[src/rtl/rdma_pkg.sv]
package rdma_pkg;
   typedef enum logic [2:0] {
      ST_IDLE     = 3'd0,
      ST_RD_FETCH = 3'd1,
      ST_RD_WAIT  = 3'd2,
      ST_RD_HOLD  = 3'd3,
      ST_WR_IDLE  = 3'd4,
      ST_WR_PUT   = 3'd5
   } rdma_state_e;

   localparam logic [1:0] DIR_TO_BUF = 2'b10;
endpackage

[src/rtl/rdma_ctr.sv]
module rdma_ctr #(
   parameter int AW = 16,
   parameter int CW = 16
) (
   input  logic          clk,
   input  logic          rst_n,
   input  logic          step,
   input  logic          ld_ok,
   input  logic          addr_ld,
   input  logic [AW-1:0] addr_in,
   input  logic          cnt_ld,
   input  logic [CW-1:0] cnt_in,
   output logic [AW-1:0] addr_q,
   output logic [CW-1:0] cnt_q,
   output logic          cnt_zero,
   output logic          cnt_one
);
   localparam logic [AW-1:0] A_ONE = AW'(1);
   localparam logic [CW-1:0] C_ONE = CW'(1);

   always_ff @(posedge clk or negedge rst_n) begin
      if (!rst_n) begin
         addr_q <= '0;
         cnt_q  <= '0;
      end else if (step) begin
         addr_q <= addr_q + A_ONE;
         cnt_q  <= cnt_q - C_ONE;
      end else if (ld_ok) begin
         if (addr_ld) addr_q <= addr_in;
         if (cnt_ld)  cnt_q  <= cnt_in;
      end
   end

   assign cnt_zero = (cnt_q == '0);
   assign cnt_one  = (cnt_q == C_ONE);

   AST_STEP_ADV: assert property (@(posedge clk) disable iff (!rst_n)
      step |=> (addr_q == $past(addr_q) + A_ONE) && (cnt_q == $past(cnt_q) - C_ONE));
   AST_NO_UNDERFLOW: assert property (@(posedge clk) disable iff (!rst_n)
      step |-> !cnt_zero);
   AST_LOAD_BUSY: assert property (@(posedge clk) disable iff (!rst_n)
      (!ld_ok && !step) |=> ($stable(addr_q) && $stable(cnt_q)));
endmodule

[src/rtl/rdma_rdlat.sv]
module rdma_rdlat #(
   parameter int LAT = 1
) (
   input  logic clk,
   input  logic rst_n,
   input  logic req_i,
   output logic ret_o
);
   generate
      if (LAT == 1) begin : g_one
         logic q;
         always_ff @(posedge clk or negedge rst_n) begin
            if (!rst_n) q <= 1'b0;
            else        q <= req_i;
         end
         assign ret_o = q;
      end else begin : g_chain
         logic [LAT-1:0] sr;
         always_ff @(posedge clk or negedge rst_n) begin
            if (!rst_n) sr <= '0;
            else        sr <= {sr[LAT-2:0], req_i};
         end
         assign ret_o = sr[LAT-1];
      end
   endgenerate
endmodule

[src/rtl/rdma_seq.sv]
module rdma_seq
   import rdma_pkg::*;
#(
   parameter int DW = 8
) (
   input  logic          clk,
   input  logic          rst_n,
   input  logic          cmd_wr,
   input  logic [2:0]    cmd_val,
   input  logic          cnt_zero,
   input  logic          cnt_one,
   input  logic          rd_ret,
   input  logic [DW-1:0] mem_rdata,
   input  logic          hrd_ready,
   input  logic          hwr_valid,
   input  logic [DW-1:0] hwr_data,
   input  logic          done_clr,
   output logic          step,
   output logic          ld_ok,
   output logic          mem_rd,
   output logic          mem_wr,
   output logic [DW-1:0] port_q,
   output logic          hrd_valid,
   output logic          hwr_ready,
   output logic          busy,
   output logic          done_flag
);
   rdma_state_e st, st_n;
   logic stale, stale_n, done_set;
   logic abort, go, go_wr, is_rd, is_wr, stale_hit;

   assign abort     = cmd_wr & cmd_val[2];
   assign go        = cmd_wr & ~cmd_val[2] & (cmd_val[1:0] != 2'b00);
   assign go_wr     = go & (cmd_val[1:0] == DIR_TO_BUF);
   assign is_rd     = (st == ST_RD_FETCH) || (st == ST_RD_WAIT) || (st == ST_RD_HOLD);
   assign is_wr     = (st == ST_WR_IDLE) || (st == ST_WR_PUT);
   assign step      = ((st == ST_RD_WAIT) && rd_ret) || (st == ST_WR_PUT);
   assign stale_hit = (st == ST_IDLE) && stale && (hrd_ready || hwr_valid);
   assign mem_rd    = (st == ST_RD_FETCH);
   assign mem_wr    = (st == ST_WR_PUT);
   assign hrd_valid = (st == ST_RD_HOLD) || ((st == ST_IDLE) && stale);
   assign hwr_ready = (st == ST_WR_IDLE) || ((st == ST_IDLE) && stale);
   assign busy      = (st != ST_IDLE);
   assign ld_ok     = (st == ST_IDLE);

   always_comb begin
      st_n     = st;
      stale_n  = stale;
      done_set = 1'b0;
      if (abort) begin
         st_n     = ST_IDLE;
         done_set = 1'b1;
         if (st != ST_IDLE) stale_n = step ? !cnt_one : !cnt_zero;
      end else begin
         case (st)
            ST_IDLE: begin
               if (stale_hit) stale_n = 1'b0;
               else if (go && !stale) begin
                  if (cnt_zero) done_set = 1'b1;
                  else          st_n = go_wr ? ST_WR_IDLE : ST_RD_FETCH;
               end
            end
            ST_RD_FETCH: st_n = ST_RD_WAIT;
            ST_RD_WAIT:  if (rd_ret) st_n = ST_RD_HOLD;
            ST_RD_HOLD: begin
               if (hrd_ready) begin
                  if (cnt_zero) begin
                     st_n     = ST_IDLE;
                     done_set = 1'b1;
                  end else begin
                     st_n = ST_RD_FETCH;
                  end
               end
            end
            ST_WR_IDLE: if (hwr_valid) st_n = ST_WR_PUT;
            ST_WR_PUT: begin
               if (cnt_one) begin
                  st_n     = ST_IDLE;
                  done_set = 1'b1;
               end else begin
                  st_n = ST_WR_IDLE;
               end
            end
            default: st_n = ST_IDLE;
         endcase
      end
   end

   always_ff @(posedge clk or negedge rst_n) begin
      if (!rst_n) begin
         st        <= ST_IDLE;
         stale     <= 1'b0;
         done_flag <= 1'b0;
         port_q    <= '0;
      end else begin
         st    <= st_n;
         stale <= stale_n;
         if (done_set)      done_flag <= 1'b1;
         else if (done_clr) done_flag <= 1'b0;
         if ((st == ST_RD_WAIT) && rd_ret)                   port_q <= mem_rdata;
         else if ((st == ST_WR_IDLE) && hwr_valid && !abort) port_q <= hwr_data;
      end
   end

   AST_ABORT_IDLE: assert property (@(posedge clk) disable iff (!rst_n)
      abort |=> ((st == ST_IDLE) && done_flag));
   AST_ZERO_DONE: assert property (@(posedge clk) disable iff (!rst_n)
      ((st == ST_IDLE) && !stale && go && cnt_zero) |=> ((st == ST_IDLE) && done_flag));
   AST_DIR_WR: assert property (@(posedge clk) disable iff (!rst_n)
      (is_wr && go) |=> !is_rd);
   AST_DIR_RD: assert property (@(posedge clk) disable iff (!rst_n)
      (is_rd && go) |=> !is_wr);
   AST_STALE_BLOCK: assert property (@(posedge clk) disable iff (!rst_n)
      ((st == ST_IDLE) && stale && go) |=> (st == ST_IDLE));
   AST_DONE_CLR: assert property (@(posedge clk) disable iff (!rst_n)
      (done_clr && !cmd_wr && (st == ST_IDLE)) |=> !done_flag);
endmodule

[src/rtl/rdma_engine.sv]
module rdma_engine #(
   parameter int AW     = 16,
   parameter int CW     = 16,
   parameter int DW     = 8,
   parameter int RD_LAT = 1
) (
   input  logic          clk,
   input  logic          rst_n,
   input  logic          cmd_wr,
   input  logic [2:0]    cmd_val,
   input  logic          addr_ld,
   input  logic [AW-1:0] addr_in,
   input  logic          cnt_ld,
   input  logic [CW-1:0] cnt_in,
   input  logic          done_clr,
   output logic          hrd_valid,
   output logic [DW-1:0] hrd_data,
   input  logic          hrd_ready,
   input  logic          hwr_valid,
   input  logic [DW-1:0] hwr_data,
   output logic          hwr_ready,
   output logic [AW-1:0] mem_addr,
   output logic          mem_rd,
   output logic          mem_wr,
   output logic [DW-1:0] mem_wdata,
   input  logic [DW-1:0] mem_rdata,
   output logic          busy,
   output logic          done_flag,
   output logic [AW-1:0] cur_addr,
   output logic [CW-1:0] cur_cnt
);
   initial begin : p_param_chk
      assert (RD_LAT >= 1 && RD_LAT <= 4) else $error("RD_LAT must be 1..4");
      assert (AW >= 2 && CW >= 2)         else $error("AW and CW must be at least 2");
      assert (DW >= 1)                    else $error("DW must be positive");
   end

   logic step, ld_ok, cnt_zero, cnt_one, rd_ret;
   logic [DW-1:0] port_q;

   rdma_ctr #(.AW(AW), .CW(CW)) ctr_i (
      .clk(clk), .rst_n(rst_n), .step(step), .ld_ok(ld_ok),
      .addr_ld(addr_ld), .addr_in(addr_in), .cnt_ld(cnt_ld), .cnt_in(cnt_in),
      .addr_q(cur_addr), .cnt_q(cur_cnt), .cnt_zero(cnt_zero), .cnt_one(cnt_one)
   );

   rdma_rdlat #(.LAT(RD_LAT)) lat_i (
      .clk(clk), .rst_n(rst_n), .req_i(mem_rd), .ret_o(rd_ret)
   );

   rdma_seq #(.DW(DW)) seq_i (
      .clk(clk), .rst_n(rst_n), .cmd_wr(cmd_wr), .cmd_val(cmd_val),
      .cnt_zero(cnt_zero), .cnt_one(cnt_one), .rd_ret(rd_ret),
      .mem_rdata(mem_rdata), .hrd_ready(hrd_ready), .hwr_valid(hwr_valid),
      .hwr_data(hwr_data), .done_clr(done_clr), .step(step), .ld_ok(ld_ok),
      .mem_rd(mem_rd), .mem_wr(mem_wr), .port_q(port_q),
      .hrd_valid(hrd_valid), .hwr_ready(hwr_ready), .busy(busy),
      .done_flag(done_flag)
   );

   assign mem_addr  = cur_addr;
   assign mem_wdata = port_q;
   assign hrd_data  = port_q;

   AST_ABORT_KEEP: assert property (@(posedge clk) disable iff (!rst_n)
      (cmd_wr && cmd_val[2] && busy && !step) |=> ($stable(cur_addr) && $stable(cur_cnt)));
endmodule

[config.mk]
export PLATFORM = sky130hd
export DESIGN_NAME = rdma_engine
export DESIGN_NICKNAME = d
export VERILOG_FILES = /design/src/rtl/rdma_pkg.sv /design/src/rtl/rdma_ctr.sv /design/src/rtl/rdma_rdlat.sv /design/src/rtl/rdma_seq.sv /design/src/rtl/rdma_engine.sv
export SDC_FILE = /design/constraint.sdc
export NUM_CORES = 1
export LEC_CHECK = 0
export ABC_AREA = 1
export CAP_MARGIN = 20
export CORE_MARGIN = 2
export CORE_UTILIZATION = 25
export CTS_CLUSTER_DIAMETER = 80
export DETAILED_ROUTE_END_ITERATION = 8
export PLACE_DENSITY = 0.6
export SLEW_MARGIN = 5
export SYNTH_ARGS = -nofsm -noshare
export SYNTH_HDL_FRONTEND = slang
export SYNTH_SLANG_ARGS = --single-unit
[constraint.sdc]
create_clock -name clk -period 2.1 [get_ports clk]
set_clock_uncertainty 0.15 [all_clocks]
set_input_delay 0.525 -clock clk [delete_from_list [all_inputs] [get_ports clk]]
set_output_delay 0.525 -clock clk [all_outputs]
set_load 0.01 [all_outputs]
Word level (Yosys, flattened, before mapping)
Cells that the tools add are included.
Widths: inputs -> output; s select.
Operators by class
  add/sub/neg operators: 2
  muxes and demuxes: 33
  eq/ne operators: 14
  reductions and logical operators: 29
  bitwise operators: 5
Operators by type and width (number)
  $mux 16: 6
  $mux 3: 9
  $pmux 3 s6: 1
  $add 16x1->16 const B: 1
  $eq 16x1->1 const B: 1
  $logic_not 16->1: 1
  $mux 8: 2
  $reduce_bool 2->1: 8
  $sub 16x1->16 const B: 1
  $mux 1: 14
  $ne 3x2->1 const B: 4
  $eq 3x2->1 const B: 2
  $eq 3x3->1 const B: 2
  $logic_and 1x1->1: 6
  $reduce_and 6->1: 1
  $and 1x1->1: 4
  $logic_not 1->1: 4
  $logic_or 1x1->1: 4
  $reduce_and 2->1: 2
  $eq 3x1->1 const B: 1
  $logic_not 3->1: 1
  $ne 3x1->1 const B: 1
  $ne 3x3->1 const B: 1
  $pmux 1 s3: 1
  other kinds (5): 5
Storage, ports and cells
  register bits: 46
  output and inout port bits: 70

Depth between registers and ports, before layout
Gate-level depths: netlist of the first run.
  depth after elaboration: 10
  gate-level depth with buffers: 10
  mapped depth without buffers: 10

Modules after synthesis
A second synthesis of the first run with hierarchy kept.
Unflattened totals
  cell total of the unflattened synthesis: 503
  area, all modules: 3374.5 µm²
Modules (own cells, without submodules)
  rdma_ctr: cells each 340, seq. area each 800.8 µm², times used 1, area each 2252.2 µm²
  rdma_seq: cells each 138, seq. area each 325.3 µm², times used 1, area each 917.1 µm²
  rdma_engine: cells each 24, seq. area each 0.0 µm², times used 1, area each 180.2 µm²
  rdma_rdlat: cells each 1, seq. area each 25.0 µm², times used 1, area each 25.0 µm²

Least setup slack after synthesis of the first run
OpenSTA, ideal clock, no wires.
  path kind: reg-to-output
  from: register seq_i.st[1]
  to: output hrd_valid
  data required time: 1.425 ns
  path buffers: 0
  setup slack: 0.403 ns
  data arrival time: 1.022 ns
  cell stages (with the launch flop): 6
  path through: dfrtp_1 nor2_4 nand2_4 inv_2 nand2_1 o21ai_0
Between the ends
  cells in the longest elaborated chain, start to end: 3
  elaborated cells on any way between the ends: 4
  those cells by class: 1 x eq/ne; 3 x reduce/logical
RTL lines
  start: declaration: line rdma_seq.sv:28  | rdma_state_e st, st_n;
  start signal: assignment: line rdma_seq.sv:96  | st <= st_n;
  $logic_not 3->1: line rdma_seq.sv:41  | assign hrd_valid = (st == ST_RD_HOLD) || ((st == ST_IDLE) && stale);
  $logic_and 1x1->1: line rdma_seq.sv:41
  $logic_or 1x1->1 (*): line rdma_seq.sv:41
  end: declaration: line rdma_engine.sv:16  | output logic hrd_valid,
Every way passes the cells marked *; elsewhere a longest branch is shown, timed or not.

Final worst setup path of the first run
  from: register seq_i.st[2]
  to: output busy
Between the ends
  cells in the longest elaborated chain, start to end: 1
RTL lines
  $reduce_bool 3->1: line rdma_seq.sv:43  | assign busy = (st != ST_IDLE);
  end: declaration: line rdma_engine.sv:27  | output logic busy,
No other way between the ends.

==> results of run 1 <==
routing by layer:
| layer | wire, um | part of all wire, % | up-vias |
|---|---|---|---|
| met2 | 5030 | 49 | 118 |
| met5 | 0 | 0 | - |
| met4 | 110 | 1.1 | 0 |
| met1 | 4620 | 45 | 1584 |
| met3 | 487 | 4.8 | 10 |
| li1 | - | - | 1753 |
kinds of logic after synthesis:
kind of cell	Yosys count	share of synthesized area (%)
AO/OA/AOI/OAI	68	11.4
XOR/XNOR	9	2.42
adder cells (fa/ha/maj)	3	1.15
flip-flops	46	35.4
AND/OR/NAND/NOR	264	36.5
buffers and inverters	81	13.2
power groups by stage:
stage / registers [W] / clock network (W) / logic, W
after detailed placement: 0.00185 / 0 / 0.00339
after global routing: 0.00192 / 0.000965 / 0.00372
final: 0.00184 / 0.000902 / 0.00340
after CTS: 0.00184 / 0.000917 / 0.00339
after floorplan: 0.00191 / 0 / 0.00170
after global placement: 0.00183 / 0 / 0.00336
final cells by class:
| class | count | area [um2] |
|---|---|---|
| fill | 1333 | 7710 |
| multi-input combinational | 346 | 1720 |
| timing repair buffer | 154 | 1520 |
| sequential | 46 | 1150 |
| tap | 172 | 215 |
| inverter | 49 | 184 |
| clock buffer | 7 | 133 |
| clock inverter | 1 | 30.0 |
worst max path at each step:
stage | cells after the start | slack [ns] | endpoint | from
floorplan | 5 | 0.40 | hrd_valid | seq_i.st[1]
global placement | 2 | 0.02 | mem_rd | seq_i.st[2]
detailed placement | 6 | 0.02 | hrd_valid | seq_i.st[1]
CTS | 5 | 0.004 | hrd_valid | seq_i.st[1]
global route | 4 | 0.002 | busy | seq_i.st[2]
finish | 4 | 0.05 | busy | seq_i.st[2]
placed cells by master, fill, tap and decap left out, drive strengths merged:
cell type	Yosys	routed
ha	3	3
nor2	72	72
inv	49	49
xnor2	1	1
dlygate4sd2	0	3
o221ai	1	1
xor2	8	8
nand4	7	7
nor3	7	7
o21bai	2	2
o21a	1	1
o22ai	1	1
o21ai	48	48
dfrtp	46	46
bufinv	0	1
clkdlybuf4s50	0	122
nand3	39	39
nand3b	2	2
a22oi	2	2
buf	31	28
clkbuf	1	8
o211ai	5	5
or2	3	3
a21oi	8	8
nand2	134	136
registers in the layout, summed over array words and instances (netlist names):
register / flops
lat_i.ret_o: 1
ctr_i.addr_q: 16
ctr_i.cnt_q: 16
seq_i.done_flag: 1
seq_i.st: 3
seq_i.port_q: 8
seq_i.stale: 1
stage by stage:
stage               area, um2  hold WS, ns  setup WS [ns]  total power, W
finish                   4960       0.0769         0.0486         0.00615
global route             4960        0.101        0.00198         0.00661
CTS                      4850       0.0875        0.00429         0.00614
detailed placement       4680        0.349         0.0233         0.00524
global placement         4680        0.346         0.0225         0.00519
floorplan                3250       0.0794          0.403         0.00361
Yosys cell counts:
library cell / instances / area share [%]
a21oi_1: 8 / 1.2
o22ai_1: 1 / 0.19
inv_2: 5 / 0.58
nand3b_1: 2 / 0.46
buf_2: 1 / 0.15
nand3_1: 37 / 5.7
nor2_1: 65 / 7.5
o21a_1: 1 / 0.23
nand2_4: 3 / 1.0
o211ai_1: 5 / 1.2
nor3_1: 6 / 0.92
a22oi_1: 2 / 0.46
nor3_2: 1 / 0.31
buf_6: 3 / 1.0
dfrtp_1: 46 / 35
xnor2_1: 1 / 0.27
o21ai_1: 8 / 1.2
nand4_1: 7 / 1.3
ha_1: 3 / 1.2
nand2_2: 2 / 0.38
nand2_8: 1 / 0.62
buf_4: 27 / 6.2
clkbuf_1: 1 / 0.12
nand3_2: 2 / 0.62
o221ai_1: 1 / 0.27
o21ai_0: 40 / 6.2
o21bai_1: 2 / 0.46
nor2_4: 6 / 2.1
nand2_1: 128 / 15
inv_1: 44 / 5.1
nor2_2: 1 / 0.19
or2_2: 3 / 0.58
xor2_1: 8 / 2.2
timing repair:
item                                    in CTS  in global routing
cloned                                       0                  2
endpoints found under the hold margin        0                  0
endpoints found under the setup margin       5                 23
resized for setup                           11                  6
buffers inserted                             1                  6
pin swaps                                    0                  4
==> impl_metrics.tcl, run 1 <==
set metrics [dict create \
    power_density_nw_per_um2 1240 \
    start_util_pct 25.7 \
    synth_nets 533 \
    clockRootBuffer "clkbuf_16" \
    internal_power_w 0.00366 \
    outcome "complete, no violations" \
    dieArea_um2 13900 \
    tns_ns 0 \
    antenna_left 0 \
    area_growth_pct 52.4 \
    pwr-share-clk_pct 14.7 \
    start_kind "register" \
    criticalPathCategory "reg2out" \
    p_leak_nw 2.22 \
    seqPwrFrac_pct 29.9 \
    final-hold-violation-count 0 \
    met3_usage_pct 2.08 \
    p_sw_share_pct 40.5 \
    synth.distinct_cells 33 \
    cpLargestDelayFamily "buffers and inverters" \
    grt_first_pass_wirelength_um 16700 \
    nets 664 \
    arrival_ns 1.38 \
    cp_max_fo 6 \
    peakVddDrop_mv 0.538 \
    cts_hold_buffers 0 \
    yosysSeqAreaShare_pct 35.4 \
    max_freq_mhz 487 \
    drt_iter0_drc 266 \
    syn_inst 471 \
    cpPeakStageDelay_ns 0.47 \
    ys_ff_latch 46 \
    antenna_found_initial 0 \
    rr_worst_depth 12 \
    grt_usage_pct 14.2 \
    setup_violations 0 \
    vias_per_cell 4.47 \
    yosys_warnings 0 \
    rr_startpoint "seq_i.st[1]" \
    fin_crit_ns 2.05 \
    clk_pin_slew_ns 0.06 \
    hold_class "in2async" \
    grt_max_degree 47 \
    die_w_um 118 \
    drc 0 \
    final_cells 775 \
    grtUsageMet2_pct 25.1 \
    rsz0062_at_grt "false" \
    vias 3465 \
    dr.pass1.iters 4 \
    use_met1_pct 18.2 \
    end_kind "output pin" \
    io_pins 129 \
    period_share_pct 97.7 \
    placed_cells 758 \
    grt-ovfl-total 0 \
    final_core_util_pct 39.1 \
    insertion_delay_ns 0.28 \
    grt_pass1_vias 3416 \
    drv_cap 0 \
    reg2reg_slack_ns 0.09 \
    path_cells "inv_2, nand2_4, buf_4, dlygate4sd2_1" \
    slew_headroom_pct 73.4 \
    critPathBufInv 3 \
    portBuffers 128 \
    clockBufferDepth 2 \
    wire_per_inst_um 13.2 \
    syn_avg_cell_area_um2 6.91 \
    drv_slew 0 \
    switchingPower_w 0.00249 \
    h-tree-depth 2 \
    hpwl_um 7600 \
    synth_area_um2 3250 \
    worst_pin_slew_ns 0.396 \
    drive_above_1_share_pct 10.8 \
    cts.sinks 46 \
    combinationalPowerShare_pct 55.4 \
    drt-total-wl_um 10200 \
    cts_tree "built" \
    critPathRequiredTime_ns 1.42 \
    crit_slowest_cell "dfrtp_2" \
    n_antenna_cell 0 \
    grt.busiest_layer "met2" \
    die_h_um 118 \
    fp-row-count 41 \
    r2r-end "ctr_i.addr_q[2]" \
    gp_congestion 0.942 \
    numCtsBuffers 5 \
    core_um2 12700 \
]
Power figures use the tool's default switching activity.
==> run 2: changes to the inputs <==
Settings changed: MAX_ROUTING_LAYER from default to met4, SKIP_LAST_GASP from default to 1.
==> run 2 against run 1 <==
Against the previous run: fmax barely moved; via count rose by 0.12%; sequential share of layout area did not move; critical path type unchanged.
==> impl_metrics.tcl, run 2 (synthesized netlist as in run 1, its figures left out) <==
set metrics [dict create \
    h-tree-depth 2 \
    p_leak_nw 2.22 \
    final_area_um2 4960 \
    final-hold-violation-count 0 \
    insertion_delay_ns 0.28 \
    vias_per_cell 4.48 \
    final_common_cell "nand2_1" \
    arrival_ns 1.38 \
    outcome "complete, no violations" \
    area_growth_pct 52.4 \
    clockRootBuffer "clkbuf_16" \
    die_w_um 118 \
    clockBufferDepth 2 \
    io_pins 129 \
    path_cells "inv_2, nand2_4, buf_4, dlygate4sd2_1" \
    drt-total-wl_um 10300 \
    die_h_um 118 \
    hold_class "in2async" \
    whs_ns 0.0718 \
    worst_pin_slew_ns 0.390 \
    cts.sinks 46 \
    cpPeakStageDelay_ns 0.47 \
    mostFrequentLayoutCells "nand2_1, clkdlybuf4s50_1, nor2_1, inv_1, dfrtp_1" \
    start_kind "register" \
    reg2reg_slack_ns 0.10 \
    antenna_found_initial 0 \
    end_kind "output pin" \
    drv_cap 0 \
    start_util_pct 25.7 \
    grt_pass1_vias 3424 \
    drive_above_1_share_pct 10.8 \
    grt_usage_pct 14.6 \
    critPathRequiredTime_ns 1.42 \
    numCtsBuffers 5 \
    drt_iter0_drc 258 \
    gp_congestion 0.959 \
    max_freq_mhz 487 \
    rsz0062_at_grt "false" \
    dr.pass1.iters 4 \
    setup_violations 0 \
    core_um2 12700 \
    criticalPathCategory "reg2out" \
    antenna_left 0 \
    nets 664 \
    fp-row-count 41 \
    power_density_nw_per_um2 1240 \
    slew_headroom_pct 73.8 \
    multiInputGateArea_um2 1720 \
    dieArea_um2 13900 \
    grt_first_pass_wirelength_um 16700 \
    portBuffers 128 \
    drc 0 \
    wire_per_inst_um 13.3 \
    crit_slowest_cell "dfrtp_2" \
    period_share_pct 97.7 \
    fillers 1333 \
    vias 3469 \
    tns_ns 0 \
    grt_max_degree 47 \
    cts_tree "built" \
    grt-ovfl-total 0 \
    hpwl_um 7600 \
    n_antenna_cell 0 \
    ff_latch_area_um2 1150 \
    reg_top3 "ctr_i.addr_q x16, ctr_i.cnt_q x16, seq_i.port_q x8" \
    cp_max_fo 6 \
    placed_cell_area_um2 4680 \
    clk_pin_slew_ns 0.06 \
    fin_crit_ns 2.05 \
    peakVddDrop_mv 0.538 \
    drv_slew 0 \
]
==> run 2: cell count changes in the layout (fill, tap and decap cells not counted), sizes merged <==
cell	delta
buf	-1
clkbuf	+1
==> run 2: per-stage QoR <==
| step | utilization [%] | total power (W) | instances | setup slack [ns] |
|---|---|---|---|---|
| 2_1_floorplan | - | 0.00361 | 471 | 0.403 |
| 3_3_place_gp | 36.9 | 0.00519 | 758 | 0.0225 |
| 3_5_place_dp | 36.9 | 0.00524 | 758 | 0.0233 |
| 4_1_cts | 38.3 | 0.00614 | 767 | -0.0634 |
| 5_1_grt | 39.1 | 0.00660 | 775 | 0.00198 |
| 6_report | 39.1 | 0.00615 | 775 | 0.0482 |
==> run 2: path summary, 6_finish.rpt <==
check / startpoint / end / cells after the start
worst max-delay path: seq_i.st[2] / busy / 4
worst min-delay path: rst_n / seq_i.port_q[0] / 2
min in group clk: seq_i.port_q[1] / seq_i.port_q[1] / 2
max in group asynchronous: rst_n / seq_i.st[2] / 2
worst max register to register: seq_i.st[1] / ctr_i.addr_q[2] / 12
worst min register to register: seq_i.port_q[1] / seq_i.port_q[1] / 2
==> run 2: critical path, delay by kind of cell (launching register included) <==
kind          cells  cell delay, ns
flops             1            0.47
simple gates      1            0.06
buf+inv           3            0.57
==> run 2: routing by layer <==
layer  global-route usage [%]  up-vias  routed length, um
li1                         -     1753                  -
met4                     3.16        0                112
met3                     2.13       10                439
met2                     25.0      104               5010
met1                     18.2     1602               4710
met5                        -        -                  0
==> run 2: power by group <==
part	switching (W)	leakage, nW	internal, W	total [W]
registers	0.000551	0.567	0.00129	0.00184
clock network	0.000340	0.0781	0.000564	0.000903
logic	0.00160	1.57	0.00180	0.00341
==> run 2: layout make-up <==
type | count | area share [%]
Multi-Input combinational cell | 346 | 34.7
Timing Repair Buffer | 154 | 30.7
Sequential cell | 46 | 23.3
Tap cell | 172 | 4.34
Inverter | 49 | 3.71
Clock buffer | 7 | 2.67
Clock inverter | 1 | 0.606
==> run 2: repair_timing <==
action / CTS / global route
gates resized for setup: 8 / 8
pin swaps: 0 / 4
hold buffers: 0 / 0
setup buffers: 1 / 6
endpoints found under the setup margin: 5 / 24
cloned: 0 / 2
